### src/rtl/sau_pkg.sv
package sau_pkg;

  typedef enum logic [1:0] {
    MODE_INC    = 2'b00,
    MODE_DEC    = 2'b01,
    MODE_REV    = 2'b10,
    MODE_RELOAD = 2'b11
  } mode_e;

  // per-pair strobes from control to datapath
  typedef struct packed {
    logic load;
    logic step;
  } strobe_t;

endpackage

### src/rtl/sau_ctrl.sv
module sau_ctrl #(
  parameter int PAIRS = 16,
  localparam int IW = $clog2(PAIRS)
) (
  input  logic                          cfgWe,
  input  logic [IW-1:0]                 cfgIdx,
  input  logic                          accEn,
  input  logic [IW-1:0]                 accIdx,
  output sau_pkg::strobe_t [PAIRS-1:0]  strb
);

  for (genvar p = 0; p < PAIRS; p++) begin : g_pair
    logic cfgHit;
    logic accHit;
    assign cfgHit       = cfgWe && (cfgIdx == IW'(p));
    assign accHit       = accEn && (accIdx == IW'(p));
    // a configuration write to the same pair overrides the step
    assign strb[p].load = cfgHit;
    assign strb[p].step = accHit && !cfgHit;
  end

endmodule

### src/rtl/sau_step_unit.sv
module sau_step_unit #(
  parameter int AW = 16
) (
  input  logic [AW-1:0]   curAddr,
  input  logic [AW-1:0]   stepVal,
  input  sau_pkg::mode_e  mode,
  output logic [AW-1:0]   nxtAddr
);

  logic [AW-1:0] revAddr;
  logic [AW-1:0] revStep;
  logic [AW-1:0] revSum;
  logic [AW-1:0] rcSum;

  // mirrored operands turn a normal adder into a top-down carry chain
  for (genvar b = 0; b < AW; b++) begin : g_mirror
    assign revAddr[b] = curAddr[AW-1-b];
    assign revStep[b] = stepVal[AW-1-b];
    assign rcSum[b]   = revSum[AW-1-b];
  end

  assign revSum = revAddr + revStep;

  always_comb begin
    unique case (mode)
      sau_pkg::MODE_INC:    nxtAddr = curAddr + stepVal;
      sau_pkg::MODE_DEC:    nxtAddr = curAddr - stepVal;
      sau_pkg::MODE_REV:    nxtAddr = rcSum;
      sau_pkg::MODE_RELOAD: nxtAddr = stepVal;
      default:              nxtAddr = curAddr;
    endcase
  end

endmodule

### src/rtl/sau_datapath.sv
module sau_datapath #(
  parameter int PAIRS = 16,
  parameter int AW    = 16,
  localparam int IW = $clog2(PAIRS)
) (
  input  logic                          clk,
  input  logic                          rstN,
  input  sau_pkg::strobe_t [PAIRS-1:0]  strb,
  input  logic [1:0]                    cfgMode,
  input  logic [AW-1:0]                 cfgBase,
  input  logic [AW-1:0]                 cfgStart,
  input  logic [IW-1:0]                 accIdx,
  output logic [AW-1:0]                 addrOut
);

  logic [AW-1:0]   addrQ [PAIRS];
  logic [AW-1:0]   baseQ [PAIRS];
  sau_pkg::mode_e  modeQ [PAIRS];
  logic [AW-1:0]   nxtAddr [PAIRS];

  for (genvar p = 0; p < PAIRS; p++) begin : g_step
    sau_step_unit #(.AW(AW)) u_step (
      .curAddr (addrQ[p]),
      .stepVal (baseQ[p]),
      .mode    (modeQ[p]),
      .nxtAddr (nxtAddr[p])
    );
  end

  always_ff @(posedge clk) begin
    for (int p = 0; p < PAIRS; p++) begin
      if (!rstN) begin
        addrQ[p] <= '0;
        baseQ[p] <= (p == 0) ? AW'(1) : '0;
        modeQ[p] <= sau_pkg::MODE_INC;
      end else if (strb[p].load) begin
        addrQ[p] <= cfgStart;
        baseQ[p] <= cfgBase;
        modeQ[p] <= sau_pkg::mode_e'(cfgMode);
      end else if (strb[p].step) begin
        addrQ[p] <= nxtAddr[p];
      end
    end
  end

  // pre-update address of the selected pair
  assign addrOut = addrQ[accIdx];

endmodule

### src/rtl/sau_top.sv
module sau_top #(
  parameter int PAIRS = 16,
  parameter int AW    = 16,
  localparam int IW = $clog2(PAIRS)
) (
  input  logic           clk,
  input  logic           rstN,
  input  logic           cfgWe,
  input  logic [IW-1:0]  cfgIdx,
  input  logic [1:0]     cfgMode,
  input  logic [AW-1:0]  cfgBase,
  input  logic [AW-1:0]  cfgStart,
  input  logic           accEn,
  input  logic [IW-1:0]  accIdx,
  output logic [AW-1:0]  addrOut
);

  sau_pkg::strobe_t [PAIRS-1:0] strb;

  sau_ctrl #(.PAIRS(PAIRS)) u_ctrl (
    .cfgWe  (cfgWe),
    .cfgIdx (cfgIdx),
    .accEn  (accEn),
    .accIdx (accIdx),
    .strb   (strb)
  );

  sau_datapath #(.PAIRS(PAIRS), .AW(AW)) u_dp (
    .clk      (clk),
    .rstN     (rstN),
    .strb     (strb),
    .cfgMode  (cfgMode),
    .cfgBase  (cfgBase),
    .cfgStart (cfgStart),
    .accIdx   (accIdx),
    .addrOut  (addrOut)
  );

endmodule

### config.mk
export PLATFORM = sky130hd
export DESIGN_NAME = sau_top
export DESIGN_NICKNAME = d
export VERILOG_FILES = /design/src/rtl/sau_pkg.sv /design/src/rtl/sau_ctrl.sv /design/src/rtl/sau_step_unit.sv /design/src/rtl/sau_datapath.sv /design/src/rtl/sau_top.sv
export SDC_FILE = /design/constraint.sdc
export NUM_CORES = 2
export LEC_CHECK = 0
export ABC_AREA = 1
export BUFFER_PORTS_ARGS = -buffer_cell sky130_fd_sc_hd__buf_4
export CAP_MARGIN = 20
export CORE_MARGIN = 5
export CORE_UTILIZATION = 55
export DETAILED_ROUTE_END_ITERATION = 8
export GPL_TIMING_DRIVEN = 0
export PLACE_DENSITY = 0.77
export REMOVE_ABC_BUFFERS = 1
export SLEW_MARGIN = 20
export SYNTH_ARGS = -nofsm -noshare
export SYNTH_HDL_FRONTEND = slang
export SYNTH_SLANG_ARGS = --single-unit
### constraint.sdc
create_clock -name clk -period 6.8 [get_ports clk]
set_input_delay 0.68 -clock clk [delete_from_list [all_inputs] [get_ports clk]]
set_output_delay 0.68 -clock clk [all_outputs]
set_load 0.01 [all_outputs]
## Word level (Yosys, flattened, before mapping)

Memory sizes are Yosys's and may differ from the RTL's.
Cells that the tools add are included.

| storage, ports and cells | value |
|---|---|
| bits in registers | 0 |
| RAM bits | 544 |
| input bits | 46 |
| output and inout bits | 16 |
| word-level logic and storage cells | 468 |
| memories kept | 3 |

Memory list:

| memory | words | width | read ports | clocked after Yosys merged registers in | wr ports | line | text |
|---|---|---|---|---|---|---|---|
| u_dp.addrQ | 16 | 16 | 17 | 0 | 16 | sau_datapath.sv:16 | `logic [AW-1:0] addrQ [PAIRS];` |
| u_dp.baseQ | 16 | 16 | 16 | 0 | 16 | sau_datapath.sv:17 | `logic [AW-1:0] baseQ [PAIRS];` |
| u_dp.modeQ | 16 | 2 | 16 | 0 | 16 | sau_datapath.sv:18 | `sau_pkg::mode_e modeQ [PAIRS];` |

| operators by class | value |
|---|---|
| add/sub/neg operators | 48 |
| equality and inequality tests | 78 |
| muxes and demuxes | 193 |
| bitwise logic cells | 64 |
| reductions and logical operators | 82 |

Operators with widths:

| kind | count |
|---|---|
| 16-bit one-hot mux with 4 select lines | 16 |
| 16-bit 2-to-1 mux | 48 |
| 16-bit adder | 32 |
| 16-bit subtractor | 16 |
| 1-bit 2-to-1 mux | 113 |
| 2-bit equality test, second input constant | 32 |
| 4-bit equality test, second input constant | 16 |
| 1-bit bitwise OR | 64 |
| 1-bit logical AND | 48 |
| 2-bit by 1-bit equality test with 1-bit output, second input constant | 16 |
| 4-bit by 3-bit equality test with 1-bit output, second input constant | 8 |
| 2-bit zero test | 16 |
| 2-bit 2-to-1 mux | 16 |
| 4-bit by 2-bit equality test with 1-bit output, second input constant | 4 |
| 1-bit zero test | 16 |
| 4-bit by 1-bit equality test with 1-bit output, second input constant | 2 |
| 4-bit zero test | 2 |

## Logic depth before layout (Yosys ltp)

| logic depth | value |
|---|---|
| depth in word-level cells | 9 |
| mapped depth | 24 |
| mapped depth without buffers | 24 |

## Cells and area by module

Synthesis repeated with hierarchy kept, for this count alone.

| unflattened totals | value |
|---|---|
| cell total of the unflattened synthesis | 9407 |
| area, all modules | 61318.8 um2 |

By module, submodules not included:

| module | times used | cells an instance | area an instance (um2) | seq. area each (um2) |
|---|---|---|---|---|
| sau_datapath | 1 | 2338 | 24155.7 | 16335.7 |
| sau_step_unit at u_dp.g_step[1].u_step ... | 7 | 432 | 2301.0 | 0.0 |
| sau_step_unit at u_dp.g_step[11].u_step ... | 5 | 431 | 2243.4 | 0.0 |
| sau_step_unit at u_dp.g_step[0].u_step ... | 2 | 448 | 2333.5 | 0.0 |
| sau_step_unit at u_dp.g_step[9].u_step | 1 | 472 | 2402.3 | 0.0 |
| sau_step_unit at u_dp.g_step[8].u_step | 1 | 427 | 2311.0 | 0.0 |
| sau_ctrl | 1 | 95 | 459.2 | 0.0 |

## Least setup slack after synthesis

OpenSTA, ideal clock, no wires.

| path | value |
|---|---|
| path kind | reg-to-reg |
| start point | memory u_dp.baseQ[15][1], in the netlist u_dp.baseQ[1][113] |
| end point | memory u_dp.addrQ[15][15], data pin |
| library setup time | 0.252 ns |
| arrival time | 2.545 ns |
| data required time | 6.548 ns |
| path slack | 4.003 ns |
| cell stages (with the launch flop) | 22 |
| buffers on the path | 0 |
| clock period less this slack | 2.797 ns |
| cells stage by stage | edfxtp_1 -> inv_1 -> ha_1 -> inv_1 -> nor3_1 -> nand2_1 -> nor3_1 -> nand3b_1 -> nand2_1 -> xnor2_1 -> inv_1 -> ha_1 -> a21oi_1 -> nand2_1 -> a21oi_1 -> nand2_1 -> nand3_1 -> nand2_1 -> nand2_1 -> nand2_1 -> nand2_1 -> nand2_1 |

RTL lines:

| what | line |
|---|---|
| start: declaration | sau_datapath.sv:17 |
| end: declaration | sau_datapath.sv:16 |

## Worst setup path in the final report

| path | value |
|---|---|
| start point | input accIdx[1] |
| end point | output addrOut[0] |

| on the way | value |
|---|---|
| longest elaborated chain between the ends | 1 |

RTL lines:

| what | line | text |
|---|---|---|
| start: declaration | sau_top.sv:14 | `input logic [IW-1:0] accIdx,` |
| memory read 16 x 16 bit | n/a |  |
| end: declaration | sau_top.sv:15 | `output logic [AW-1:0] addrOut` |

No other way between the ends.

==> impl_summary.log <==
INFO  metric clk_pin_slew = 0.07 ns
INFO  metric root_buffer = clkbuf_16
INFO  metric detail_route.drc_violations = 0
INFO  metric drt_pre_antenna_iters = 7
INFO  metric grt_max_degree = 61
INFO  metric worst_setup_slack_final = 2.24 ns
INFO  metric post_synth_inst_count = 9217
INFO  metric synth_compound_area_share = 11.6%
INFO  metric cts_hold_buffers = 0
INFO  metric shortest_clock_period_the_worst_path_allows_after_layout = 4.56 ns
INFO  metric post_synth_num_cell_types = 41
INFO  metric place_congestion = 1.05
INFO  metric irDropWorstVdd = 224 uV
INFO  metric status = finished, final reports clean
INFO  metric ys_seq_elements = 544
INFO  metric r2r_slack = 2.90 ns
INFO  metric via_per_inst = 6.02
INFO  metric synth_ff_type = edfxtp_1
INFO  metric element_type_at_the_critical_path_start = input pin
INFO  metric synthXorXnorAreaFrac = 3.93%
INFO  metric setup_violation_total_in_the_final_timing_report = 0
INFO  metric setup-tns-final = 0 ns
INFO  metric die_h = 339 microns
INFO  metric area_share_of_the_largest_cell_type_after_synthesis = 27.5%
INFO  metric yosys.area_share.simple = 36.4%
INFO  metric floorplan.die_area = 115000 sq um
INFO  metric clock.fmax = 219 MHz
INFO  metric die_w = 339 microns
INFO  metric grt_setup_unrepaired = no
INFO  metric cellLeakagePower = 32.7 nW
INFO  metric synthTopCellsByArea = edfxtp_1 27%, nand2_1 20%, ha_1 10%, inv_1 7.3%, nand3_1 7.1%
INFO  metric initial_antenna_violation_count = 10
INFO  metric hpwl = 176000 microns
INFO  metric cts_resized = 0
INFO  metric netlist_area_before_placement = 59500 sq um
INFO  metric preCtsSetupSlack = 2.42 ns
INFO  metric first_pass_grt_wire_length = 342000 microns
INFO  metric detail-route-antenna-nets = 0
INFO  metric cts_setup_buffers = 0
INFO  metric number_of_sinks_driven_by_the_clock_tree = 544
INFO  metric initial_core_util = 55.5%
INFO  metric drive_above_1_share = 3.29%
INFO  metric layout.nets = 9734
INFO  metric postRouteWirelength = 233000 microns
INFO  metric core_area = 107000 sq um
INFO  metric seq_area_frac_synth = 27.5%
INFO  metric synth_enable_flop_cells = 544
INFO  metric critPathKind = in2out
INFO  metric tritoncts = done
INFO  metric dr_iter_0_viols = 8202
INFO  metric fin_crit_sh = 67.0%
INFO  metric num_vias = 64.0k
INFO  metric cts_buffers = 71
INFO  metric hold_class = in2reg
INFO  metric crit_arrival = 3.88 ns
INFO  metric power_density = 203 nW/um^2
INFO  metric finalHoldViolations = 0
INFO  metric synthDominantAreaCellType = edfxtp_1
INFO  metric layout_filler_cell_count = 10.4k
INFO  metric ctsHtreeMaxLevel = 3
INFO  metric clkLatencyLatePin = 0.67 ns
INFO  metric max_slew_headroom = 27.7%
INFO  metric worstPathRequired = 6.12 ns
INFO  metric wl_per_cell = 21.9 microns
INFO  metric crit_fanout = 60
INFO  metric worst_pin_slew = 1.08 ns
INFO  metric multiplexer_share_of_the_synthesized_area = 0%
INFO  metric cp-end-kind = output port
INFO  metric timing.max_cap.violations = 0
INFO  metric final-max-slew-violation-count = 0
INFO  metric clock_tree.buffer_depth = 3
INFO  metric synthAdderAreaFrac = 11.5%
INFO  metric portBuffers = 61
INFO  metric placement_rows = 120
INFO  metric boundaryPins = 62
INFO  metric syn_area_per_cell = 6.45 sq um
INFO  metric synth_top_family_by_area = simple AND/OR/NAND/NOR gates
INFO  metric synth-warning-count = 0
INFO  metric clock_skew_after_layout = 0.0205 ns
INFO  metric first_global_vias = 57.5k
INFO  metric p_r_area_growth_vs_syn = 7.45%
INFO  metric ys_async_sr_fraction = 0%
INFO  metric grt_use_total = 38.5%
INFO  metric overflow = 0
[path summary, 6_finish.rpt]
kind,from,endpoint,depth (start not counted)
worst max-delay path,accIdx[1],addrOut[0],8
worst min-delay path,cfgBase[15],u_dp.baseQ[0][111],3
worst min register to register,u_dp.baseQ[1][1],u_dp.addrQ[8][1],2
worst max register to register,u_dp.modeQ[1][15],u_dp.addrQ[15][12],17
[through the flow]
stage                     instances  utilization [%]  total power, mW  hold slack, ns  cell area (sq um)
final                         10630             59.6             13.0           0.387              63900
after global routing          10622             59.6             13.6           0.414              63900
after CTS                     10622             59.6             12.8           0.352              63900
after detailed placement      10490             57.2             8.60           0.706              61300
after global placement        10464             56.6             8.49           0.703              60700
after floorplan                9000                -             7.22           0.657              58500
[power breakdown]
part	internal (mW)	total [mW]	switching, mW
Clock	2.53	4.26	1.73
Sequential	3.90	4.19	0.295
Combinational	1.48	4.53	3.05
[layer usage]
layer | routed length [microns] | track usage, %
met2 | 98100 | 58.6
met1 | 91700 | 50.9
met3 | 29000 | 9.88
met5 | 131 | 0
met4 | 13600 | 19.5
[flip-flops by register name, summed over array words and instances, names as in the netlist]
| register | count |
|---|---|
| u_dp.addrQ | 256 |
| u_dp.baseQ | 256 |
| u_dp.modeQ | 32 |
[placed cells by master, fill, tap and decap left out, types with 75 or more instances in the layout]
cell type | netlist | final
nand2_1 | 3158 | 3158
inv_1 | 1153 | 1132
nor2_1 | 878 | 878
nand3_1 | 846 | 846
a21oi_1 | 573 | 573
edfxtp_1 | 544 | 544
ha_1 | 496 | 496
o21ai_0 | 401 | 401
xor2_1 | 168 | 168
nand3b_1 | 142 | 142
xnor2_1 | 99 | 99
nor3_1 | 75 | 75
[synth_stat cells (7+ instances only)]
master	number
buf_2	55
a22o_1	15
nor3_1	75
a21o_1	24
a21oi_1	573
o21bai_1	19
buf_4	25
clkbuf_1	123
xnor2_1	99
o21ai_0	401
nand2_2	7
o21a_1	24
o21ai_1	15
nor2_1	878
nand2_1	3158
fa_1	32
or2_2	41
nand3b_1	142
nor2_2	10
o31ai_1	30
ha_1	496
edfxtp_1	544
xor2_1	168
buf_1	14
inv_2	16
nand3_1	846
nand4_1	54
o22ai_1	69
or2_1	10
a22oi_1	71
inv_1	1153
[critical path, stage by stage]
cell and delay (ns):
buf_4 0.59, nor2_4 0.26, buf_16 0.25, inv_1 0.49
o22ai_1 0.27, o21ai_0 0.45, nand4_1 0.50, buf_4 0.32
[layout make-up]
cell class                 count  area, sq um  share of cell area, %
timing repair buffer          87         1060                   1.66
tap                         1403         1760                   2.75
inverter                    1175         4410                   6.90
clock buffer                  83         1820                   2.85
multi-input combinational   7281        37700                   59.1
clock inverter                49          742                   1.16
sequential                   544        16300                   25.6
antenna                        8         20.0                 0.0313
[cells by family after synthesis]
family,after synthesis
and+or+nand+nor,5231
buffers and inverters,1392
DFF,544
xor gates and xnor gates,267
AOI/OAI and AO/OA,1255
adders and majority gates,528
Power figures use the tool's default switching activity.
